--- config.mk ---
export PLATFORM = sky130hd
export DESIGN_NAME = pin_glitch_filter
export DESIGN_NICKNAME = d
export VERILOG_FILES = /design/src/rtl/pgf_pkg.sv /design/src/rtl/pgf_sync.sv /design/src/rtl/pgf_strobe_div.sv /design/src/rtl/pgf_stab_core.sv /design/src/rtl/pin_glitch_filter.sv
export SDC_FILE = /design/constraint.sdc
export NUM_CORES = 1
export LEC_CHECK = 0
export ABC_AREA = 1
export BUFFER_PORTS_ARGS = -buffer_cell sky130_fd_sc_hd__buf_2
export CORE_MARGIN = 10
export CORE_UTILIZATION = 58
export CTS_CLUSTER_SIZE = 16
export DETAILED_ROUTE_END_ITERATION = 8
export PLACE_DENSITY_LB_ADDON = 0.3
export SLEW_MARGIN = 20
export SYNTH_ARGS = -nofsm -noshare
export SYNTH_HDL_FRONTEND = slang
export SYNTH_SLANG_ARGS = --single-unit
--- constraint.sdc ---
create_clock -name clk -period 2.7 [get_ports clk]
set_input_delay 0.135 -clock clk [delete_from_list [all_inputs] [get_ports clk]]
set_output_delay 0.135 -clock clk [all_outputs]
set_load 0.05 [all_outputs]
--- src/rtl/pgf_pkg.sv ---
package pgf_pkg;
   localparam int unsigned MODE_W = 2;
   typedef logic [MODE_W-1:0] smode_t;

   // mode 0 is folded onto the shortest filter setting
   function automatic smode_t eff_mode(input smode_t m);
      return (m == '0) ? smode_t'(1) : m;
   endfunction
endpackage

--- src/rtl/pgf_sync.sv ---
module pgf_sync #(
   parameter int unsigned STAGES = 2
) (
   input  logic clk,
   input  logic d,
   output logic q
);
   logic [STAGES-1:0] sr;

   generate
      if (STAGES < 2) begin : g_bad
         $error("pgf_sync: STAGES must be at least 2");
      end
   endgenerate

   always_ff @(posedge clk) begin
      sr <= {sr[STAGES-2:0], d};
   end

   assign q = sr[STAGES-1];
endmodule

--- src/rtl/pgf_strobe_div.sv ---
module pgf_strobe_div #(
   parameter int unsigned DIV_W = 8
) (
   input  logic             clk,
   input  logic             rst_n,
   input  logic [DIV_W-1:0] div,
   output logic             tick
);
   logic [DIV_W-1:0] cnt;

   // >= guards against the divisor shrinking below the running count
   always_comb tick = (div != '0) && (cnt >= (div - 1'b1));

   always_ff @(posedge clk) begin
      if (!rst_n) begin
         cnt <= '0;
      end else if ((div == '0) || tick) begin
         cnt <= '0;
      end else begin
         cnt <= cnt + 1'b1;
      end
   end
endmodule

--- src/rtl/pgf_stab_core.sv ---
module pgf_stab_core
   import pgf_pkg::*;
#(
   parameter int unsigned CFG_W = 5
) (
   input  logic             clk,
   input  logic             rst_n,
   input  logic             din,
   input  logic             tick,
   input  smode_t           mode,
   input  logic [CFG_W-1:0] cfg,
   output logic             dout,
   output smode_t           cnt
);
   logic [CFG_W-1:0] cfg_q;
   logic             cfg_chg;

   always_comb cfg_chg = (cfg != cfg_q);

   always_ff @(posedge clk) begin
      if (!rst_n) begin
         dout  <= din;
         cnt   <= '0;
         cfg_q <= cfg;
      end else begin
         cfg_q <= cfg;
         if (cfg_chg) begin
            cnt <= '0;
         end else if (tick) begin
            if (din == dout) begin
               cnt <= '0;
            end else if (cnt >= mode) begin
               dout <= din;
               cnt  <= '0;
            end else begin
               cnt <= cnt + 1'b1;
            end
         end
      end
   end
endmodule

--- src/rtl/pin_glitch_filter.sv ---
module pin_glitch_filter
   import pgf_pkg::*;
#(
   parameter int unsigned NUM_CLK     = 7,
   parameter int unsigned DIV_W       = 8,
   parameter int unsigned SYNC_STAGES = 2,
   localparam int unsigned SEL_W      = (NUM_CLK > 1) ? $clog2(NUM_CLK + 1) : 1
) (
   input  logic                     clk,
   input  logic                     rst_n,
   input  logic                     pin_in,
   input  logic [NUM_CLK*DIV_W-1:0] div_val,
   input  logic [SEL_W-1:0]         clk_sel,
   input  logic [MODE_W-1:0]        smode,
   input  logic                     bypass,
   output logic                     pin_out
);
   localparam int unsigned CFG_W = SEL_W + MODE_W;

   generate
      if (NUM_CLK < 1) begin : g_bad_clk
         $error("pin_glitch_filter: NUM_CLK must be at least 1");
      end
      if (DIV_W < 1) begin : g_bad_div
         $error("pin_glitch_filter: DIV_W must be at least 1");
      end
   endgenerate

   logic               sync_q;
   logic [NUM_CLK-1:0] ticks;
   logic               sel_tick;
   logic               filt_q;
   smode_t             stab_cnt;
   smode_t             eff_md;

   pgf_sync #(.STAGES(SYNC_STAGES)) u_sync (
      .clk (clk),
      .d   (pin_in),
      .q   (sync_q)
   );

   generate
      for (genvar g = 0; g < NUM_CLK; g++) begin : g_div
         pgf_strobe_div #(.DIV_W(DIV_W)) u_div (
            .clk   (clk),
            .rst_n (rst_n),
            .div   (div_val[g*DIV_W +: DIV_W]),
            .tick  (ticks[g])
         );
      end
   endgenerate

   always_comb begin
      sel_tick = 1'b0;
      for (int i = 0; i < NUM_CLK; i++) begin
         if (clk_sel == SEL_W'(i)) sel_tick = ticks[i];
      end
   end

   always_comb eff_md = eff_mode(smode);

   pgf_stab_core #(.CFG_W(CFG_W)) u_core (
      .clk   (clk),
      .rst_n (rst_n),
      .din   (sync_q),
      .tick  (sel_tick),
      .mode  (eff_md),
      .cfg   ({clk_sel, smode}),
      .dout  (filt_q),
      .cnt   (stab_cnt)
   );

   assign pin_out = bypass ? sync_q : filt_q;
endmodule

==> results of run 1 <==
## logic make-up after synthesis
logic type	Yosys count	share of synthesized area (%)
compound gates	51	5.80
xor+xnor	62	11.2
fa+ha+maj	73	18.8
buf+inv	99	7.71
flops	66	27.4
mux	1	0.232
simple gates	315	28.8
## through the flow
step / total power (W) / instance area [µm²] / util, % / hold WS, ns / cells
after floorplan: 0.00135 / 4850 / - / 0.163 / 667
after global placement: 0.00147 / 5300 / 64.8 / 0.241 / 835
after CTS: 0.00227 / 5540 / 67.8 / 0.212 / 856
final: 0.00224 / 5540 / 67.8 / 0.222 / 856
after detailed placement: 0.00149 / 5300 / 64.8 / 0.245 / 835
after global routing: 0.00239 / 5540 / 67.8 / 0.218 / 856
## metal layers
metal / GRT usage, % / wire length (µm)
met1: 17.6 / 4420
met2: 30.0 / 5050
met3: 3.54 / 380
met4: 5.83 / 147
met5: 0 / 0
## synth_stat cells, drive strengths merged, types with 10 or more instances
library cell,count
a21oi,28
dfxtp,65
ha,73
inv,97
nand2,126
nand3,22
nand4,16
nor2,109
nor3,17
nor3b,10
o21ai,12
xnor2,21
xor2,41
## area by class of cell
class	instances	area, µm²
Inverter	97	364
Clock inverter	1	7.51
Tap cell	105	131
Fill cell	694	2640
Clock buffer	14	174
Timing Repair Buffer	71	385
Multi-Input combinational cell	502	3150
Sequential cell	66	1330
## registers in the layout, indices dropped and copies added, names as in the netlist
register         count
u_sync.sr            2
g_div.u_div.cnt     56
u_core.cfg_q         5
u_core.cnt           2
u_core.dout          1
## worst paths after layout
path              slack, ns            to  depth (start not counted)
setup / recovery       0.48   u_core.dout                         16
hold / removal         0.22   u_core.dout                          2
setup reg to reg       0.83   u_core.dout                          9
hold reg to reg        0.33  u_sync.sr[1]                          0
## power by group through the flow
| stage | clock network [W] | registers [W] | logic [W] |
|---|---|---|---|
| final | 0.000767 | 0.00105 | 0.000423 |
| after detailed placement | 0 | 0.00107 | 0.000416 |
| after floorplan | 0 | 0.00106 | 0.000285 |
| after CTS | 0.000790 | 0.00105 | 0.000427 |
| after global routing | 0.000840 | 0.00105 | 0.000499 |
| after global placement | 0 | 0.00107 | 0.000397 |
==> flow_metrics.env, run 1 <==
export IMPL_cellLeakagePower_nw=2.80
export IMPL_post_route_worst_setup_slack_ns=0.477
export IMPL_share_comb_of_total_power_pct=18.9
export IMPL_worst_ir_drop_vdd_v=0.000227
export IMPL_globalRouteOverflowTotal=0
export IMPL_globalplace_congestion=0.856
export IMPL_timing_critical_path_slowest_stage_cell="sky130_fd_sc_hd__or3_1"
export IMPL_leading_post_synthesis_cells_by_cell_area="sky130_fd_sc_hd__dfxtp_1, sky130_fd_sc_hd__ha_1, sky130_fd_sc_hd__nand2_1"
export IMPL_drtAntennaViolNets=0
export IMPL_final_period_utilization_pct=82.3
export IMPL_grt_antenna_before_repair=0
export IMPL_synth_edf_count=1
export IMPL_power_share_sequential_pct=46.8
export IMPL_max_freq_mhz=450
export IMPL_fp_dieW_um=111
export IMPL_path_cells="buf_2 > inv_1 > nand3_1 > or3_1 > nor3_1 > xnor2_1 > ha_1 > nand2_1 > o21a_1 > nand2_1 > nand2_1 > nand2_1 > nor2_2 > nand3_2 > nand2_2 > o21ai_0"
export IMPL_worst_hold_path_type="in -> reg"
export IMPL_first_global_vias=4352
export IMPL_power_switching_w=0.000627
export IMPL_crit_path_start_kind="input port"
export IMPL_p_sw_share_pct=28.0
export IMPL_most_frequent_standard_cell_in_the_layout_excluding_fill_and_tap_cells="sky130_fd_sc_hd__nand2_1"
export IMPL_worstPathBufferInverterCount=2
export IMPL_setup_viol_count_final=0
export IMPL_synth_cells=667
export IMPL_detailed_place_hpwl_um=8380
export IMPL_result_of_the_run="finished clean"
export IMPL_yosys_most_used_dff="sky130_fd_sc_hd__dfxtp_1"
export IMPL_post_cts_setup_buffer_count=0
export IMPL_grt_max_degree=11
export IMPL_groute_usage_overall_pct=16.2
export IMPL_die_h_um=111
export IMPL_dr_first_iter_drc_count=177
export IMPL_clock_sinks=66
export IMPL_intPower_w=0.00161
export IMPL_drc_errors=0
export IMPL_worst_pin_slew_ns=0.441
export IMPL_layout_min_cycle_time_ns=2.22
export IMPL_power_per_cell_area_nw_per_um2=404
export IMPL_finalWirelength_um=10000
export IMPL_placementRows=33
export IMPL_post_synth_top_area_fraction_pct=26.8
export IMPL_synthDominantAreaCellType="sky130_fd_sc_hd__dfxtp_1"
export IMPL_timing_slew_headroom_pct=70.3
export IMPL_num_nets_final=885
export IMPL_dr_total_vias=4302
export IMPL_netlist_area_um2=4850
export IMPL_count_of_different_cell_masters_after_synthesis=33
export IMPL_clkTransAtPathRegs_ns=0.06
export IMPL_drt_first_pass_iters=4
export IMPL_crit_top_cell="sky130_fd_sc_hd__nand2_1"
export IMPL_tritoncts_buffer_count=9
export IMPL_worst_hold_startpoint="rst_n"
export IMPL_pin_count=66
export IMPL_clk_path_buf_depth=2
export IMPL_postSynth_asyncResetShare_pct=0
export IMPL_rr_startpoint="g_div[6].u_div.cnt[7]"
export IMPL_clkPwrFrac_pct=34.3
export IMPL_worstPathMaxFanout=5
export IMPL_worstSetupStartpoint="div_val[0]"
export IMPL_ctsResizeCount=0
export IMPL_drv_cap=0
export IMPL_path_delay_family="simple AND/OR/NAND/NOR gates"
export IMPL_wire_per_inst_um=11.7
export IMPL_grt_first_pass_wirelength_um=17800
export IMPL_signal_arrival_time_at_the_worst_endpoint_ns=2.26
export IMPL_syn_avg_cell_area_um2=7.27
export IMPL_worstSetupEndpointType="flop"
export IMPL_antenna_cells_inserted=0
export IMPL_finalSetupTns_ns=0
export IMPL_final_hold_violations=0
export IMPL_ctsRootBufferMaster="sky130_fd_sc_hd__clkbuf_8"
export IMPL_dpl_worst_slack_ns=0.132
export IMPL_portBuffers=65
export IMPL_clock_latency_late_sink_ns=0.34
export IMPL_detail_route_vias_per_cell=5.03
export IMPL_flops_latches_synth=66
export IMPL_layout_cells_most_common_list="sky130_fd_sc_hd__nand2_1, sky130_fd_sc_hd__nor2_1, sky130_fd_sc_hd__inv_1"
export IMPL_critical_path_max_stage_delay_ns=0.36
export IMPL_cts_tree="yes"
export IMPL_layout_drive_gt1_share_pct=12.5
export IMPL_path_type_of_the_worst_setup_path="in -> reg"
export IMPL_mappedNetlistNets=805
export IMPL_grt_setup_unrepaired="no"
export IMPL_drv_slew=0
export IMPL_areaGrowthSynthToFinish_pct=14.2
export IMPL_clock_skew_ns=0.0120
export IMPL_cp_required_ns=2.74
export IMPL_floorplan_die_area_um2=12400
export IMPL_hold_buffers=6
export IMPL_synth_yosys_warnings=0
export IMPL_core_um2=8180
export IMPL_initial_utilization_pct=59.4
export IMPL_cts_max_level=3
export IMPL_share_of_synthesized_area_occupied_by_flip_flops_and_latches_pct=27.4
Note: power is estimated with default switching activity, not from simulation.
==> run 2, diff against run 1 <==
- CORE_UTILIZATION: 58 -> 53
- clock period: 2.7 -> 1.96 ns (I/O delays scaled with it)
==> run 2 against run 1 <==
Compared with the run above:
- the run now ends with setup timing left
- sequential cell count unchanged
- cell count up 7.7%
- die area increased by 7.7%
- clock power grew 42%
- power is 45% higher
- first-iteration DRC count is 18% lower
- sequential power grew 38%
- count of clock-buffer cells in the layout is 3 lower
- wire length is 9.5% higher
- hold slack worse by 0.061 ns
- register-to-register slack worse by 0.68 ns
==> flow_metrics.env, run 2 (synthesis gave the netlist of run 1 again) <==
export IMPL_most_frequent_standard_cell_in_the_layout_excluding_fill_and_tap_cells="sky130_fd_sc_hd__nand2_1"
export IMPL_largest_register="g_div.u_div.cnt"
export IMPL_worst_ir_drop_vdd_v=0.000383
export IMPL_critical_path_max_stage_delay_ns=0.39
export IMPL_grt_setup_unrepaired="yes"
export IMPL_max_freq_mhz=482
export IMPL_clk_path_buf_depth=2
export IMPL_path_delay_family="simple AND/OR/NAND/NOR gates"
export IMPL_grt_antenna_before_repair=0
export IMPL_crit_path_start_kind="input port"
export IMPL_worstPathMaxFanout=4
export IMPL_finalCoreUtilization_pct=70.4
export IMPL_ff_latch_area_um2=1330
export IMPL_drtAntennaViolNets=0
export IMPL_crit_top_cell="sky130_fd_sc_hd__nand2_2"
export IMPL_antenna_cells_inserted=0
export IMPL_post_route_worst_setup_slack_ns=-0.114
export IMPL_grt_first_pass_wirelength_um=18400
export IMPL_wire_per_inst_um=11.9
export IMPL_cp_required_ns=2.06
export IMPL_worst_pin_slew_ns=0.431
export IMPL_p_sw_share_pct=28.4
export IMPL_fp_dieW_um=116
export IMPL_dpl_worst_slack_ns=-0.389
export IMPL_setup_viol_count_final=3
export IMPL_pin_count=66
export IMPL_worstSetupEndpointType="flop"
export IMPL_cts_tree="yes"
export IMPL_detailed_place_hpwl_um=8870
export IMPL_areaGrowthSynthToFinish_pct=27.8
export IMPL_intPower_w=0.00232
export IMPL_signal_arrival_time_at_the_worst_endpoint_ns=2.18
export IMPL_cellLeakagePower_nw=3.14
export IMPL_fillers=694
export IMPL_power_share_sequential_pct=44.6
export IMPL_dr_first_iter_drc_count=146
export IMPL_multi_input_area_um2=3300
export IMPL_final_period_utilization_pct=106
export IMPL_ctsRootBufferMaster="sky130_fd_sc_hd__clkbuf_8"
export IMPL_clock_sinks=66
export IMPL_drc_errors=0
export IMPL_clock_latency_late_sink_ns=0.34
export IMPL_globalplace_congestion=0.851
export IMPL_layout_cells_most_common_list="sky130_fd_sc_hd__nand2_1, sky130_fd_sc_hd__nor2_1, sky130_fd_sc_hd__inv_1"
export IMPL_portBuffers=65
export IMPL_clkTransAtPathRegs_ns=0.07
export IMPL_globalRouteOverflowTotal=0
export IMPL_layout_drive_gt1_share_pct=24.0
export IMPL_worstPathBufferInverterCount=3
export IMPL_timing_slew_headroom_pct=71.0
export IMPL_reg_top3="g_div.u_div.cnt: 56 flops, u_core.cfg_q: 5 flops"
export IMPL_drt_first_pass_iters=4
export IMPL_clkPwrFrac_pct=33.5
export IMPL_largest_register_ffs=56
export IMPL_tritoncts_buffer_count=9
export IMPL_final_hold_violations=0
export IMPL_first_global_vias=4648
export IMPL_fin_total_pwr_w=0.00324
export IMPL_placementRows=34
export IMPL_power_per_cell_area_nw_per_um2=523
export IMPL_timing_critical_path_slowest_stage_cell="sky130_fd_sc_hd__or3_4"
export IMPL_floorplan_die_area_um2=13400
export IMPL_power_switching_w=0.000920
export IMPL_initial_utilization_pct=55.1
export IMPL_die_h_um=116
export IMPL_grt_max_degree=12
export IMPL_path_cells="buf_6 > inv_4 > nand3_2 > or3_4 > nor3_4 > xnor2_1 > ha_1 > nand2_1 > inv_1 > nor2_2 > o21a_1 > nand2_2 > nand2_2 > nand2_2 > nor2_2 > nand3_2 > nand2_4 > o21ai_2"
export IMPL_finalWirelength_um=10900
export IMPL_drv_slew=0
export IMPL_dr_total_vias=4610
export IMPL_cts_max_level=3
export IMPL_detail_route_vias_per_cell=5.00
export IMPL_final_hold_worst_slack_ns=0.161
export IMPL_result_of_the_run="finished with violations"
export IMPL_clock_skew_ns=0.00853
export IMPL_failed_checks="setup timing"
export IMPL_worst_hold_path_type="in -> reg"
export IMPL_share_comb_of_total_power_pct=21.9
export IMPL_num_nets_final=947
export IMPL_layout_min_cycle_time_ns=2.07
export IMPL_drv_cap=0
export IMPL_groute_usage_overall_pct=16.2
export IMPL_path_type_of_the_worst_setup_path="in -> reg"
export IMPL_core_um2=8810
-- run 2: final timing paths --
check,cells past startpoint,from,slack (ns),to
min,2,rst_n,0.16,u_core.dout
max,18,div_val[2],-0.11,u_core.dout
max reg2reg,14,g_div[0].u_div.cnt[0],0.15,u_core.dout
min reg2reg,0,u_sync.sr[0],0.36,u_sync.sr[1]
-- run 2: final cells by class --
cell class	instances	area share (%)
repair buffers	133	14.2
flip-flops and latches	66	21.5
inverters	97	6.03
multi-input cells	502	53.2
well taps	108	2.18
clock buffers	11	2.12
clock inverters	5	0.867
-- run 2: power by group through the flow --
stage | clock, W | sequential, W | combinational (W)
floorplan | 0 | 0.00146 | 0.000399
global placement | 0 | 0.00147 | 0.000631
detailed placement | 0 | 0.00148 | 0.000670
CTS | 0.00111 | 0.00145 | 0.000694
global route | 0.00116 | 0.00145 | 0.000815
finish | 0.00109 | 0.00145 | 0.000711
-- run 2: worst reg2reg max path: stages (launching register included) --
cell and delay [ns]:
sky130_fd_sc_hd__dfxtp_1 0.37, sky130_fd_sc_hd__inv_1 0.06, sky130_fd_sc_hd__ha_1 0.26, sky130_fd_sc_hd__nand2_1 0.06, sky130_fd_sc_hd__nand3_1 0.08, sky130_fd_sc_hd__nand2_1 0.07, sky130_fd_sc_hd__nand2_1 0.06, sky130_fd_sc_hd__nand2_1 0.08
sky130_fd_sc_hd__nand2_2 0.07, sky130_fd_sc_hd__nand2_2 0.08, sky130_fd_sc_hd__nand2_2 0.05, sky130_fd_sc_hd__nor2_2 0.11, sky130_fd_sc_hd__nand3_2 0.09, sky130_fd_sc_hd__nand2_4 0.10, sky130_fd_sc_hd__o21ai_2 0.05
-- run 2: per-stage QoR --
stage	std cells	cell area (µm²)	setup TNS [ns]
3_5_place_dp	896	5780	-8.13
5_1_grt	922	6200	-0.605
4_1_cts	920	6080	-0.00129
6_report	922	6200	-0.309
2_1_floorplan	667	4890	-0.116
3_3_place_gp	896	5780	-4.44
-- run 2: repair_timing --
| action | 4_1_cts | 5_1_grt |
|---|---|---|
| endpoints found under the hold margin | 6 | 0 |
| buffers inserted | 2 | 2 |
| hold buffers | 6 | 0 |
| gates resized for setup | 8 | 36 |
| setup endpoints to repair | 3 | 34 |
| cloned | 0 | 0 |
| pin swaps | 3 | 27 |
-- run 2: per-layer routing --
metal | track usage, % | wire (µm) | vias up
met5 | 0 | 0 | -
met4 | 4.84 | 165 | 0
met3 | 3.77 | 501 | 15
met2 | 31.0 | 5630 | 85
met1 | 17.1 | 4650 | 2085
li1 | - | - | 2425
